===== src/rtl/dma_pkg.sv =====
package dma_pkg;

  typedef enum logic [2:0] {
    ST_IDLE,
    ST_ARB,
    ST_DEV_IN,
    ST_MEM_PUT,
    ST_MEM_GET,
    ST_DEV_OUT
  } dmaState_t;

  // strobes from control to datapath
  typedef struct packed {
    logic loadWork;    // copy programmed setup into working counters
    logic takeDev;     // latch the peripheral word
    logic takeMem;     // latch the memory word
    logic step;        // one word finished: address up, count down
    logic raiseDone;   // transfer complete
  } dmaStrobe_t;

  localparam logic [1:0] REG_ADDR  = 2'd0;
  localparam logic [1:0] REG_COUNT = 2'd1;
  localparam logic [1:0] REG_CMD   = 2'd2;
  localparam logic [1:0] REG_STAT  = 2'd3;

  localparam int CMD_DIR_BIT   = 0;
  localparam int CMD_GO_BIT    = 1;
  localparam int STAT_BUSY_BIT = 0;
  localparam int STAT_DONE_BIT = 1;

endpackage


===== src/rtl/dma_ctrl.sv =====
module dma_ctrl
  import dma_pkg::*;
(
  input  logic       clk,
  input  logic       rstN,
  input  logic       regWrEn,
  input  logic [1:0] regAddr,
  input  logic       goBit,
  input  logic       cfgCountZero,
  input  logic       workToDev,
  input  logic       workLast,
  input  logic       busGnt,
  input  logic       devRdy,
  input  logic       memAck,
  output dmaStrobe_t stb,
  output logic       busy,
  output logic       busReq,
  output logic       memRd,
  output logic       memWr,
  output logic       devAck
);

  dmaState_t state, stateNxt;
  logic      startCmd;

  assign startCmd = regWrEn && (regAddr == REG_CMD) && goBit;

  always_ff @(posedge clk) begin
    if (!rstN) state <= ST_IDLE;
    else       state <= stateNxt;
  end

  always_comb begin
    stateNxt = state;
    stb      = '0;
    busReq   = 1'b0;
    memRd    = 1'b0;
    memWr    = 1'b0;
    devAck   = 1'b0;
    unique case (state)
      ST_IDLE: begin
        if (startCmd) begin
          if (cfgCountZero) begin
            stb.raiseDone = 1'b1;
          end else begin
            stb.loadWork = 1'b1;
            stateNxt     = ST_ARB;
          end
        end
      end
      ST_ARB: begin
        busReq = 1'b1;
        if (busGnt) stateNxt = workToDev ? ST_MEM_GET : ST_DEV_IN;
      end
      ST_DEV_IN: begin
        busReq = 1'b1;
        if (devRdy) begin
          devAck      = 1'b1;
          stb.takeDev = 1'b1;
          stateNxt    = ST_MEM_PUT;
        end
      end
      ST_MEM_PUT: begin
        busReq = 1'b1;
        memWr  = 1'b1;
        if (memAck) begin
          stb.step = 1'b1;
          if (workLast) begin
            stb.raiseDone = 1'b1;
            stateNxt      = ST_IDLE;
          end else begin
            stateNxt = ST_DEV_IN;
          end
        end
      end
      ST_MEM_GET: begin
        busReq = 1'b1;
        memRd  = 1'b1;
        if (memAck) begin
          stb.takeMem = 1'b1;
          stateNxt    = ST_DEV_OUT;
        end
      end
      ST_DEV_OUT: begin
        busReq = 1'b1;
        if (devRdy) begin
          devAck   = 1'b1;
          stb.step = 1'b1;
          if (workLast) begin
            stb.raiseDone = 1'b1;
            stateNxt      = ST_IDLE;
          end else begin
            stateNxt = ST_MEM_GET;
          end
        end
      end
      default: stateNxt = ST_IDLE;
    endcase
  end

  assign busy = (state != ST_IDLE);

endmodule


===== src/rtl/dma_dpath.sv =====
module dma_dpath
  import dma_pkg::*;
#(
  parameter int AW = 16,
  parameter int DW = 32
) (
  input  logic          clk,
  input  logic          rstN,
  input  logic          regWrEn,
  input  logic [1:0]    regAddr,
  input  logic [AW-1:0] regWrData,
  input  dmaStrobe_t    stb,
  input  logic          busy,
  input  logic [DW-1:0] devRData,
  input  logic [DW-1:0] memRData,
  output logic          cfgCountZero,
  output logic          workToDev,
  output logic          workLast,
  output logic [AW-1:0] memAddr,
  output logic [DW-1:0] holdData,
  output logic          done,
  output logic [AW-1:0] regRdData
);

  localparam logic [AW-1:0] ONE = AW'(1);

  logic [AW-1:0] cfgAddr, cfgCount;
  logic [AW-1:0] workAddr, workCount;
  logic          ackDone;

  assign ackDone = regWrEn && (regAddr == REG_STAT) && regWrData[STAT_DONE_BIT];

  // programmed setup, always writable; a transfer runs from its own copy
  always_ff @(posedge clk) begin
    if (!rstN) begin
      cfgAddr  <= '0;
      cfgCount <= '0;
    end else if (regWrEn) begin
      if (regAddr == REG_ADDR)  cfgAddr  <= regWrData;
      if (regAddr == REG_COUNT) cfgCount <= regWrData;
    end
  end

  always_ff @(posedge clk) begin
    if (!rstN) begin
      workAddr  <= '0;
      workCount <= '0;
      workToDev <= 1'b0;
    end else if (stb.loadWork) begin
      workAddr  <= cfgAddr;
      workCount <= cfgCount;
      workToDev <= regWrData[CMD_DIR_BIT];
    end else if (stb.step) begin
      workAddr  <= workAddr + ONE;
      workCount <= workCount - ONE;
    end
  end

  always_ff @(posedge clk) begin
    if (!rstN)            holdData <= '0;
    else if (stb.takeDev) holdData <= devRData;
    else if (stb.takeMem) holdData <= memRData;
  end

  always_ff @(posedge clk) begin
    if (!rstN)              done <= 1'b0;
    else if (stb.raiseDone) done <= 1'b1;
    else if (ackDone)       done <= 1'b0;
  end

  assign cfgCountZero = (cfgCount == '0);
  assign workLast     = (workCount == ONE);
  assign memAddr      = workAddr;

  always_comb begin
    regRdData = '0;
    unique case (regAddr)
      REG_ADDR:  regRdData = cfgAddr;
      REG_COUNT: regRdData = cfgCount;
      REG_CMD:   regRdData[CMD_DIR_BIT] = workToDev;
      REG_STAT: begin
        regRdData[STAT_BUSY_BIT] = busy;
        regRdData[STAT_DONE_BIT] = done;
      end
      default: regRdData = '0;
    endcase
  end

endmodule


===== src/rtl/dma_engine.sv =====
module dma_engine
  import dma_pkg::*;
#(
  parameter int AW = 16,
  parameter int DW = 32
) (
  input  logic          clk,
  input  logic          rstN,
  input  logic          regWrEn,
  input  logic [1:0]    regAddr,
  input  logic [AW-1:0] regWrData,
  output logic [AW-1:0] regRdData,
  output logic          busReq,
  input  logic          busGnt,
  output logic [AW-1:0] memAddr,
  output logic          memRd,
  output logic          memWr,
  output logic [DW-1:0] memWData,
  input  logic [DW-1:0] memRData,
  input  logic          memAck,
  input  logic          devRdy,
  output logic          devAck,
  output logic [DW-1:0] devWData,
  input  logic [DW-1:0] devRData,
  output logic          irq
);

  dmaStrobe_t    stb;
  logic          busy, cfgCountZero, workToDev, workLast, done;
  logic [DW-1:0] holdData;

  dma_ctrl u_ctrl (
    .clk          (clk),
    .rstN         (rstN),
    .regWrEn      (regWrEn),
    .regAddr      (regAddr),
    .goBit        (regWrData[CMD_GO_BIT]),
    .cfgCountZero (cfgCountZero),
    .workToDev    (workToDev),
    .workLast     (workLast),
    .busGnt       (busGnt),
    .devRdy       (devRdy),
    .memAck       (memAck),
    .stb          (stb),
    .busy         (busy),
    .busReq       (busReq),
    .memRd        (memRd),
    .memWr        (memWr),
    .devAck       (devAck)
  );

  dma_dpath #(.AW(AW), .DW(DW)) u_dpath (
    .clk          (clk),
    .rstN         (rstN),
    .regWrEn      (regWrEn),
    .regAddr      (regAddr),
    .regWrData    (regWrData),
    .stb          (stb),
    .busy         (busy),
    .devRData     (devRData),
    .memRData     (memRData),
    .cfgCountZero (cfgCountZero),
    .workToDev    (workToDev),
    .workLast     (workLast),
    .memAddr      (memAddr),
    .holdData     (holdData),
    .done         (done),
    .regRdData    (regRdData)
  );

  assign memWData = holdData;
  assign devWData = holdData;
  assign irq      = done;

endmodule


===== config.mk =====
export PLATFORM = sky130hd
export DESIGN_NAME = dma_engine
export DESIGN_NICKNAME = d
export VERILOG_FILES = /design/src/rtl/dma_pkg.sv /design/src/rtl/dma_ctrl.sv /design/src/rtl/dma_dpath.sv /design/src/rtl/dma_engine.sv
export SDC_FILE = /design/constraint.sdc
export NUM_CORES = 1
export LEC_CHECK = 0
export ABC_AREA = 1
export BUFFER_PORTS_ARGS = -buffer_cell sky130_fd_sc_hd__clkbuf_2
export CORE_UTILIZATION = 33
export DETAILED_ROUTE_END_ITERATION = 12
export GPL_TIMING_DRIVEN = 0
export PLACE_DENSITY = 0.59
export SLEW_MARGIN = 20
export SYNTH_ARGS = -nofsm -noshare
export SYNTH_HDL_FRONTEND = slang
export SYNTH_HIERARCHICAL = 1
export SYNTH_SLANG_ARGS = --single-unit

===== constraint.sdc =====
create_clock -name clk -period 2 [get_ports clk]
set_input_delay 0.1 -clock clk [delete_from_list [all_inputs] [get_ports clk]]
set_output_delay 0.1 -clock clk [all_outputs]
set_load 0.005 [all_outputs]

==> results of run 1 <==
[state kept, by name, indices dropped and copies added, names as in the netlist]
name and flops:
u_dpath/memAddr 16, u_ctrl/state 3, u_dpath/workCount 16, u_dpath/holdData 32
u_dpath/workToDev 1, u_dpath/cfgAddr 16, u_dpath/cfgCount 16, u_dpath/done 1
[metal layers]
| metal | vias to the layer above | routed length, um |
|---|---|---|
| met3 | 15 | 827 |
| met4 | 0 | 219 |
| met1 | 2787 | 8610 |
| met5 | - | 0 |
| met2 | 160 | 8640 |
| li1 | 3184 | - |
[what timing repair did]
| item | 4_1_cts | 5_1_grt |
|---|---|---|
| setup buffers | 9 | 1 |
| hold buffers | 0 | 0 |
| gates cloned | 2 | 0 |
| endpoints found under the setup margin | 35 | 55 |
| gates resized for setup | 42 | 31 |
| pin swaps | 15 | 20 |
[final cells by class]
cell class,count,area share [%]
Buffer,76,7.10
Clock buffer,10,3.01
Clock inverter,6,0.937
Inverter,133,6.69
Multi-Input combinational cell,572,38.3
Sequential cell,101,26.7
Tap cell,225,3.70
Timing Repair Buffer,200,13.6
[power groups by stage]
| stage | logic (W) | registers [W] | clock network [W] |
|---|---|---|---|
| floorplan | 0.00188 | 0.00248 | 0 |
| global placement | 0.00262 | 0.00254 | 0 |
| detailed placement | 0.00265 | 0.00254 | 0 |
| CTS | 0.00276 | 0.00250 | 0.00184 |
| global route | 0.00315 | 0.00253 | 0.00192 |
| finish | 0.00281 | 0.00250 | 0.00180 |
[critical path, stage by stage, from the launching register on]
cell     delay, ns
dfxtp_1       0.32
inv_1         0.09
nand4_1       0.22
nor4_4        0.39
inv_1         0.09
nand3_2       0.11
nor2_4        0.04
buf_6         0.13
nor2_4        0.22
buf_6         0.17
a22oi_2       0.05
a21oi_1       0.16
[cells in the final DEF, fill, tap and decap left out, types with 19 or more instances in the layout]
| master | n |
|---|---|
| inv_1 | 111 |
| nor2_1 | 98 |
| o21ai_0 | 94 |
| a21oi_1 | 39 |
| nand2_1 | 172 |
| buf_4 | 45 |
| clkbuf_2 | 189 |
| nand3_1 | 36 |
| dfxtp_1 | 96 |
| o21ai_1 | 34 |
| inv_2 | 19 |
[kinds of logic (layout without fill, tap and decap cells)]
| family | Yosys count | count (layout) |
|---|---|---|
| DFF | 101 | 101 |
| xor gates and xnor gates | 12 | 12 |
| adders and majority gates | 3 | 3 |
| and+or+nand+nor | 358 | 358 |
| AOI/OAI and AO/OA | 199 | 199 |
| buffers and inverters | 209 | 425 |
[through the flow]
| step | cells | hold WS (ns) | util (%) |
|---|---|---|---|
| 2_1_floorplan | 882 | 0.235 | - |
| 3_3_place_gp | 1295 | 0.369 | 40.8 |
| 3_5_place_dp | 1295 | 0.380 | 40.8 |
| 4_1_cts | 1322 | 0.00966 | 43.6 |
| 5_1_grt | 1323 | 0.0290 | 44.1 |
| 6_report | 1323 | 0.0194 | 44.1 |
[worst max-delay path by stage]
stage                         start               endpoint  slack [ns]
3_5_place_dp    u_dpath/cfgCount[1]     u_dpath/memAddr[8]       -0.66
4_1_cts        u_dpath/cfgCount[11]     u_dpath/memAddr[8]     -0.0007
2_1_floorplan   u_dpath/cfgCount[1]    u_dpath/memAddr[12]        0.24
5_1_grt        u_dpath/cfgCount[11]  u_dpath/workCount[14]       -0.21
3_3_place_gp    u_dpath/cfgCount[1]  u_dpath/workCount[10]       -0.64
6_report       u_dpath/cfgCount[12]     u_dpath/memAddr[8]       -0.08
==> results.py, run 1 <==
metrics = {
    "status": {
        "status": "finished with violations",
        "violations": "setup timing",
    },
    "floorplan": {
        "num_rows": 48,
        "io_pins": 189,
        "initial_utilization_pct": 33.7,
        "die_h_um": 135,
        "die_w_um": 135,
        "coreArea_um2": 17200,
        "die_area_um2": 18100,
    },
    "grt": {
        "antenna_found_initial": 0,
        "grt_usage_pct": 20.1,
        "grt_max_degree": 18,
        "grt.overflow.total": 0,
        "grtUsageMet1_pct": 27.9,
        "grt_pass1_wl_um": 28300,
        "grt_pass1_vias": 5540,
        "gr-usage-met2_pct": 32.5,
        "grt_most_used_layer": "met2",
        "gr-usage-met3_pct": 2.85,
    },
    "placed_design": {
        "place_area_um2": 7030,
        "dp.final_hpwl_um": 13900,
        "io_buffers": 188,
        "place.gp.congestion": 0.907,
        "pre_cts_slack_ns": -0.661,
    },
    "clock_tree": {
        "root_buffer": "clkbuf_16",
        "clkTransAtPathRegs_ns": 0.08,
        "h-tree-depth": 3,
        "clock_sinks": 101,
        "insertion_delay_ns": 0.35,
        "clockBufferDepth": 2,
        "cts_buffers": 9,
        "cts_tree": "done",
    },
    "logic_synthesis": {
        "synthFlopType": "dfxtp_1",
        "async_flop_share_pct": 0,
        "yosys.area.top_type_share_pct": 34.8,
        "yosys_warnings": 6,
        "synth_adder_area_share_pct": 0.647,
        "ys_top_cells_by_count": "nand2_1 (176), inv_1 (125), dfxtp_1 (101)",
        "synth_xor_area_share_pct": 1.81,
        "synth_top_family_by_area": "simple AND/OR/NAND/NOR gates",
        "yosys.area_share.simple_pct": 27.2,
        "netlist_area_um2": 5800,
        "synthesis.nets": 973,
        "synth_area_per_cell_um2": 6.58,
        "synth_compound_area_share_pct": 18.4,
        "syn_inst": 882,
        "ys_ff_latch": 101,
        "synth_edf_count": 0,
        "synth.area.top_cells": "dfxtp_1 (35%), nand2_1 (11%), o21ai_0 (8.3%)",
        "synth_most_common_cell": "nand2_1",
        "synthDistinctLibCells": 36,
        "synth_top_cell_by_area": "dfxtp_1",
        "synth.mux.area_fraction_pct": 0,
        "synth-seq-area-share_pct": 34.8,
    },
    "power": {
        "pwr_density_cell_nw_per_um2": 933,
        "leakage_nw": 3.66,
        "ir_drop_mv": 0.437,
        "net-switching-power_w": 0.00265,
        "sw_frac_of_total_pct": 37.3,
        "internal_power_w": 0.00445,
        "p_total_w": 0.00710,
        "combPwrFrac_pct": 39.5,
        "p_seq_share_pct": 35.2,
        "power_frac_clock_pct": 25.3,
    },
    "detailed_routing": {
        "wl_per_cell_um": 13.8,
        "vias": 6146,
        "vias_per_cell": 4.65,
        "drc": 0,
        "routed_wl_um": 18300,
        "postRouteAntennaNets": 0,
        "first_pass_iters": 5,
        "drt-initial-drc-count": 397,
    },
    "sta": {
        "finalCritPeriodShare_pct": 104,
        "setup_viol": 27,
        "relSlewSlack_pct": 47.9,
        "fmax_mhz": 482,
        "tightest_slew_ns": 0.782,
        "tns_ns": -1.14,
        "hold_viol": 0,
        "fin_ws_ns": -0.0767,
        "rsz0062_at_grt": "yes",
        "slew_viol_final": 0,
        "skew_ns": 0.00918,
        "period_minus_slack_ns": 2.08,
    },
    "job": {
        "max_cap_violations": 0,
    },
    "worst_setup_path": {
        "critPathArrivalTime_ns": 2.35,
        "critPathMaxFanout": 6,
        "worstSetupPathType": "flip-flop to flip-flop",
        "worstSetupEndpointType": "flip-flop",
        "critPathLaunchType": "flip-flop",
        "regToRegEndpoint": "u_dpath/memAddr[8]",
        "r2r-start": "u_dpath/cfgCount[12]",
        "cp_data_required_time_ns": 2.27,
        "rrSetupSlack_ns": -0.08,
        "reg2reg_depth": 11,
    },
    "worst_hold_path": {
        "worstHoldStart": "regWrData[7]",
        "min_path_cells": 3,
        "hold_path.class": "input port to flip-flop",
        "whs_endpoint": "u_dpath/cfgAddr[7]",
    },
    "finish": {
        "final_nets": 1184,
        "syn2layout_area_growth_pct": 31.1,
        "drive_gt1_share_pct": 32.1,
        "n_antenna_cell": 0,
        "multi_input_comb_area_um2": 2910,
        "n_fill_cell": 1843,
        "regArea_um2": 2030,
        "stdcell_area_um2": 7610,
    },
}
(Power assumes the default switching activity.)
==> run 2: changes to the inputs <==
--- a/config.mk
+++ b/config.mk
@@ -9,8 +9,9 @@
 export BUFFER_PORTS_ARGS = -buffer_cell sky130_fd_sc_hd__clkbuf_2
 export CORE_UTILIZATION = 33
 export DETAILED_ROUTE_END_ITERATION = 12
+export GPL_ROUTABILITY_DRIVEN = 0
 export GPL_TIMING_DRIVEN = 0
-export PLACE_DENSITY = 0.59
+export PLACE_DENSITY_LB_ADDON = 0.25
 export SLEW_MARGIN = 20
 export SYNTH_ARGS = -nofsm -noshare
 export SYNTH_HDL_FRONTEND = slang
==> results.py, run 2 (synthesized netlist as in run 1, its figures left out) <==
metrics = {
    "sta": {
        "fin_ws_ns": -0.0298,
        "relSlewSlack_pct": 55.8,
        "skew_ns": 0.0132,
        "period_minus_slack_ns": 2.03,
        "tns_ns": -0.0298,
        "rsz0062_at_grt": "yes",
        "fmax_mhz": 493,
        "finalCritPeriodShare_pct": 101,
        "hold_viol": 0,
        "slew_viol_final": 0,
        "tightest_slew_ns": 0.662,
        "hold_slack_ns": 0.0157,
        "setup_viol": 1,
    },
    "status": {
        "violations": "setup timing",
        "status": "finished with violations",
    },
    "clock_tree": {
        "cts_buffers": 9,
        "clock_sinks": 101,
        "clkTransAtPathRegs_ns": 0.08,
        "clockBufferDepth": 2,
        "root_buffer": "clkbuf_16",
        "insertion_delay_ns": 0.36,
        "cts_tree": "done",
        "hold_buffers": 0,
        "h-tree-depth": 3,
    },
    "worst_setup_path": {
        "worstSetupPathType": "flip-flop to flip-flop",
        "crit_top_cell": "buf_6",
        "critPathArrivalTime_ns": 2.31,
        "crit_chain": "inv_2 > nand4_1 > nor4_4 > inv_1 > nand3_2 > nor2_2 > buf_6 > nor2_4 > buf_6 > a22oi_2 > a21oi_1",
        "critPathLaunchType": "flip-flop",
        "critPathMaxFanout": 7,
        "crit_path_max_incr_delay_ns": 0.34,
        "worstSetupEndpointType": "flip-flop",
        "critPathTopFamily": "simple AND/OR/NAND/NOR gates",
        "cpMaxStageDelayCell": "nor4_4",
        "path_buf_inv": 4,
        "cp_data_required_time_ns": 2.28,
    },
    "power": {
        "leakage_nw": 3.72,
        "ir_drop_mv": 0.666,
        "pwr_density_cell_nw_per_um2": 921,
    },
    "floorplan": {
        "die_area_um2": 18100,
        "io_pins": 189,
        "die_h_um": 135,
        "initial_utilization_pct": 33.7,
        "num_rows": 48,
        "die_w_um": 135,
        "coreArea_um2": 17200,
    },
    "grt": {
        "grt_max_degree": 18,
        "antenna_found_initial": 0,
        "grt_pass1_wl_um": 28300,
        "grt.overflow.total": 0,
        "grt_usage_pct": 20.1,
        "grt_pass1_vias": 5483,
    },
    "finish": {
        "n_antenna_cell": 0,
        "top_register": "u_dpath/holdData",
        "drive_gt1_share_pct": 33.1,
        "final_cell_mix": "clkbuf_2 (189), nand2_1 (174), inv_1 (107), nor2_1 (98), o21ai_0 (94)",
        "syn2layout_area_growth_pct": 32.5,
        "post-route-util_pct": 44.6,
        "final_common_cell": "clkbuf_2",
        "final_nets": 1197,
        "largest_reg_flops": 32,
        "n_fill_cell": 1832,
    },
    "detailed_routing": {
        "wl_per_cell_um": 13.8,
        "first_pass_iters": 7,
        "postRouteAntennaNets": 0,
        "vias_per_cell": 4.74,
        "routed_wl_um": 18400,
        "drc": 0,
        "vias": 6327,
        "drt-initial-drc-count": 631,
    },
    "worst_hold_path": {
        "hold_path.class": "input port to flip-flop",
    },
    "job": {
        "max_cap_violations": 0,
    },
    "placed_design": {
        "io_buffers": 188,
        "dp.final_hpwl_um": 13800,
    },
}
==> run 2: changes by cell type in the layout (fill, tap and decap cells not counted), moves of 3 or more <==
cell / previous run / this run
buf_4: 45 / 57
clkbuf_8: 0 / 4
dfxtp_1: 96 / 93
dfxtp_2: 5 / 8
inv_1: 111 / 107
inv_2: 19 / 23
==> run 2: report_power, final <==
group / total (W) / switching (W) / internal [W]
registers: 0.00249 / 0.000231 / 0.00226
logic: 0.00282 / 0.00160 / 0.00122
clock network: 0.00177 / 0.000832 / 0.000935
==> run 2: final timing paths <==
| path | start | to | slack, ns | cells past startpoint |
|---|---|---|---|---|
| max reg2reg | u_dpath/cfgCount[14] | u_dpath/memAddr[7] | -0.03 | 11 |
| max | u_dpath/cfgCount[14] | u_dpath/memAddr[7] | -0.03 | 11 |
| min | regWrData[7] | u_dpath/cfgAddr[7] | 0.02 | 3 |
| min reg2reg | u_dpath/cfgCount[12] | u_dpath/cfgCount[12] | 0.48 | 2 |
==> run 2: timing repair <==
item,in CTS,in global routing
buffers inserted,6,17
endpoints found under the hold margin,0,0
pin swaps,8,22
gates cloned,2,0
setup endpoints to repair,35,45
resized for setup,43,33
==> run 2: final cells by class <==
type | instances | area (um^2) | share of cell area (%)
multi-input cells | 572 | 2890 | 37.6
flip-flops and latches | 101 | 2030 | 26.4
repair buffers | 213 | 1140 | 14.8
plain buffers | 76 | 547 | 7.11
inverters | 133 | 512 | 6.65
well taps | 225 | 282 | 3.66
clock buffers | 12 | 256 | 3.33
clock inverters | 4 | 37.5 | 0.488
==> run 2: layer usage <==
| layer | global-route usage [%] | share of wire, % |
|---|---|---|
| met5 | 0 | 0 |
| met4 | 5.18 | 1.1 |
| met3 | 2.74 | 5.6 |
| met2 | 33.0 | 48 |
| met1 | 27.5 | 45 |
==> run 2: worst reg2reg max path, cell delays in order, from the launching register on <==
cell     delay [ns]
dfxtp_1        0.32
inv_2          0.07
nand4_1        0.20
nor4_4         0.34
inv_1          0.09
nand3_2        0.09
nor2_2         0.06
buf_6          0.14
nor2_4         0.23
buf_6          0.18
a22oi_2        0.06
a21oi_1        0.18
==> run 2: per-stage QoR <==
stage          instance area [um^2]  total power [W]  std cells  setup WS, ns
6_report                       7690          0.00708       1336       -0.0298
5_1_grt                        7690          0.00757       1336        -0.125
4_1_cts                        7500          0.00705       1319      -0.00445
3_5_place_dp                   7030          0.00518       1295        -0.640
3_3_place_gp                   7030          0.00516       1295        -0.661
2_1_floorplan                  5800          0.00436        882         0.239
==> run 3: changes to the inputs <==
--- a/config.mk
+++ b/config.mk
@@ -8,6 +8,7 @@
 export ABC_AREA = 1
 export BUFFER_PORTS_ARGS = -buffer_cell sky130_fd_sc_hd__clkbuf_2
 export CORE_UTILIZATION = 33
+export CTS_BUF_LIST = sky130_fd_sc_hd__clkbuf_16
 export DETAILED_ROUTE_END_ITERATION = 12
 export GPL_ROUTABILITY_DRIVEN = 0
 export GPL_TIMING_DRIVEN = 0
==> results.py, run 3 (synthesized netlist as in run 1, its figures left out) <==
metrics = {
    "status": {
        "status": "finished with violations",
        "violations": "setup timing",
    },
    "power": {
        "internal_power_w": 0.00433,
        "power_frac_clock_pct": 24.0,
        "sw_frac_of_total_pct": 38.0,
        "p_total_w": 0.00698,
        "leakage_nw": 3.69,
        "p_seq_share_pct": 35.7,
        "ir_drop_mv": 0.662,
        "net-switching-power_w": 0.00265,
        "combPwrFrac_pct": 40.3,
        "pwr_density_cell_nw_per_um2": 916,
    },
    "sta": {
        "setup_viol": 25,
        "tightest_slew_ns": 0.662,
        "fin_ws_ns": -0.0815,
        "hold_slack_ns": 0.0200,
        "rsz0062_at_grt": "yes",
        "skew_ns": 0.0138,
        "hold_viol": 0,
        "slew_viol_final": 0,
        "relSlewSlack_pct": 55.9,
        "finalCritPeriodShare_pct": 104,
        "fmax_mhz": 480,
        "period_minus_slack_ns": 2.08,
        "tns_ns": -0.734,
    },
    "worst_setup_path": {
        "cp_data_required_time_ns": 2.28,
        "critPathArrivalTime_ns": 2.36,
        "reg2reg_depth": 11,
        "critPathLaunchType": "flip-flop",
        "cpMaxStageDelayCell": "nor4_4",
        "worstSetupEndpointType": "flip-flop",
        "r2r-start": "u_dpath/cfgCount[14]",
        "rrSetupSlack_ns": -0.08,
        "crit_chain": "inv_1 > nand4_1 > nor4_4 > inv_1 > nand3_2 > nor2_2 > buf_6 > nor2_4 > buf_6 > a22oi_2 > a21oi_1",
        "path_buf_inv": 4,
        "worstSetupPathType": "flip-flop to flip-flop",
        "regToRegEndpoint": "u_dpath/memAddr[7]",
        "critPathMaxFanout": 7,
        "crit_path_max_incr_delay_ns": 0.35,
        "critPathTopFamily": "simple AND/OR/NAND/NOR gates",
    },
    "worst_hold_path": {
        "min_path_cells": 3,
        "whs_endpoint": "u_dpath/cfgAddr[7]",
        "worstHoldStart": "regWrData[7]",
        "hold_path.class": "input port to flip-flop",
    },
    "grt": {
        "grt_pass1_wl_um": 28300,
        "grt.overflow.total": 0,
        "grt_usage_pct": 20.0,
        "grt_max_degree": 18,
        "antenna_found_initial": 0,
        "grt_pass1_vias": 5478,
    },
    "job": {
        "max_cap_violations": 0,
    },
    "finish": {
        "n_fill_cell": 1830,
        "largest_reg_flops": 32,
        "n_antenna_cell": 0,
        "drive_gt1_share_pct": 31.9,
        "final_nets": 1191,
        "syn2layout_area_growth_pct": 31.4,
        "stdcell_area_um2": 7630,
        "final_common_cell": "clkbuf_2",
        "final_cell_mix": "clkbuf_2 (189), nand2_1 (174), inv_1 (113), nor2_1 (98), dfxtp_1 (95)",
        "top_register": "u_dpath/holdData",
    },
    "floorplan": {
        "die_h_um": 135,
        "coreArea_um2": 17200,
        "initial_utilization_pct": 33.7,
        "die_w_um": 135,
        "num_rows": 48,
        "die_area_um2": 18100,
        "io_pins": 189,
    },
    "detailed_routing": {
        "postRouteAntennaNets": 0,
        "drc": 0,
        "first_pass_iters": 5,
        "wl_per_cell_um": 13.8,
        "drt-initial-drc-count": 587,
        "routed_wl_um": 18300,
        "vias": 6287,
        "vias_per_cell": 4.73,
    },
    "clock_tree": {
        "cts_tree": "done",
        "clock_sinks": 101,
        "cts_buffers": 9,
        "h-tree-depth": 3,
        "clkTransAtPathRegs_ns": 0.08,
        "root_buffer": "clkbuf_16",
        "clockBufferDepth": 2,
        "insertion_delay_ns": 0.36,
        "hold_buffers": 0,
    },
    "placed_design": {
        "place_area_um2": 7030,
        "dp.final_hpwl_um": 13800,
        "io_buffers": 188,
    },
}
-- run 3: cell count changes in the layout (fill, tap and decap cells not counted), moves of 2 or more --
| cell | previous run | this run |
|---|---|---|
| buf_4 | 57 | 51 |
| clkinv_1 | 0 | 2 |
| clkbuf_8 | 4 | 2 |
| inv_1 | 107 | 113 |
| inv_2 | 23 | 18 |
| dfxtp_2 | 8 | 6 |
| dfxtp_1 | 93 | 95 |
-- run 3: how the worst max path moves through the flow --
stage                               from                     to  depth (start not counted)  slack [ns]
global route        u_dpath/cfgCount[11]     u_dpath/memAddr[7]                         11       -0.15
detailed placement   u_dpath/cfgCount[2]  u_dpath/workCount[14]                         12       -0.64
finish              u_dpath/cfgCount[14]     u_dpath/memAddr[7]                         11       -0.08
floorplan            u_dpath/cfgCount[1]    u_dpath/memAddr[12]                         11        0.24
global placement     u_dpath/cfgCount[1]     u_dpath/memAddr[1]                         14       -0.66
CTS                  u_dpath/cfgCount[8]  u_dpath/workCount[14]                         11      -0.004
-- run 3: stage by stage --
| stage | util (%) | instances | worst slack (ns) |
|---|---|---|---|
| 6_report | 44.2 | 1330 | -0.0815 |
| 2_1_floorplan | - | 882 | 0.239 |
| 5_1_grt | 44.2 | 1330 | -0.147 |
| 3_5_place_dp | 40.8 | 1295 | -0.640 |
| 4_1_cts | 43.4 | 1319 | -0.00426 |
| 3_3_place_gp | 40.8 | 1295 | -0.661 |
-- run 3: layout make-up --
cell class	count	area [um^2]	area share, %
plain buffers	76	549	7.20
clock buffers	9	225	2.95
clock inverters	7	48.8	0.640
inverters	133	512	6.71
multi-input cells	572	2890	37.9
flip-flops and latches	101	2030	26.6
well taps	225	282	3.69
repair buffers	207	1090	14.3
-- run 3: power by group through the flow --
stage / Sequential [W] / Clock (W) / Combinational [W]
2_1_floorplan: 0.00248 / 0 / 0.00188
5_1_grt: 0.00253 / 0.00180 / 0.00314
6_report: 0.00249 / 0.00167 / 0.00282
4_1_cts: 0.00249 / 0.00172 / 0.00275
3_3_place_gp: 0.00253 / 0 / 0.00263
3_5_place_dp: 0.00253 / 0 / 0.00264
-- run 3: worst register-to-register path: stages, from the launching register on --
cell and delay, ns:
dfxtp_1 0.31, inv_1 0.10, nand4_1 0.21, nor4_4 0.36, inv_1 0.09, nand3_2 0.09, nor2_2 0.06, buf_6 0.14
nor2_4 0.23, buf_6 0.18, a22oi_2 0.05, a21oi_1 0.18
-- run 3: repair_timing --
| action | in CTS | in global routing |
|---|---|---|
| endpoints found under the setup margin | 35 | 44 |
| pin swaps | 7 | 23 |
| gates cloned | 2 | 0 |
| setup buffers | 6 | 11 |
| resized for setup | 43 | 27 |
-- run 3: per-layer routing --
metal / GRT usage [%] / part of all wire, %
met3: 2.74 / 6.8
met5: 0 / 0
met2: 32.9 / 47
met4: 5.18 / 1.2
met1: 27.5 / 45
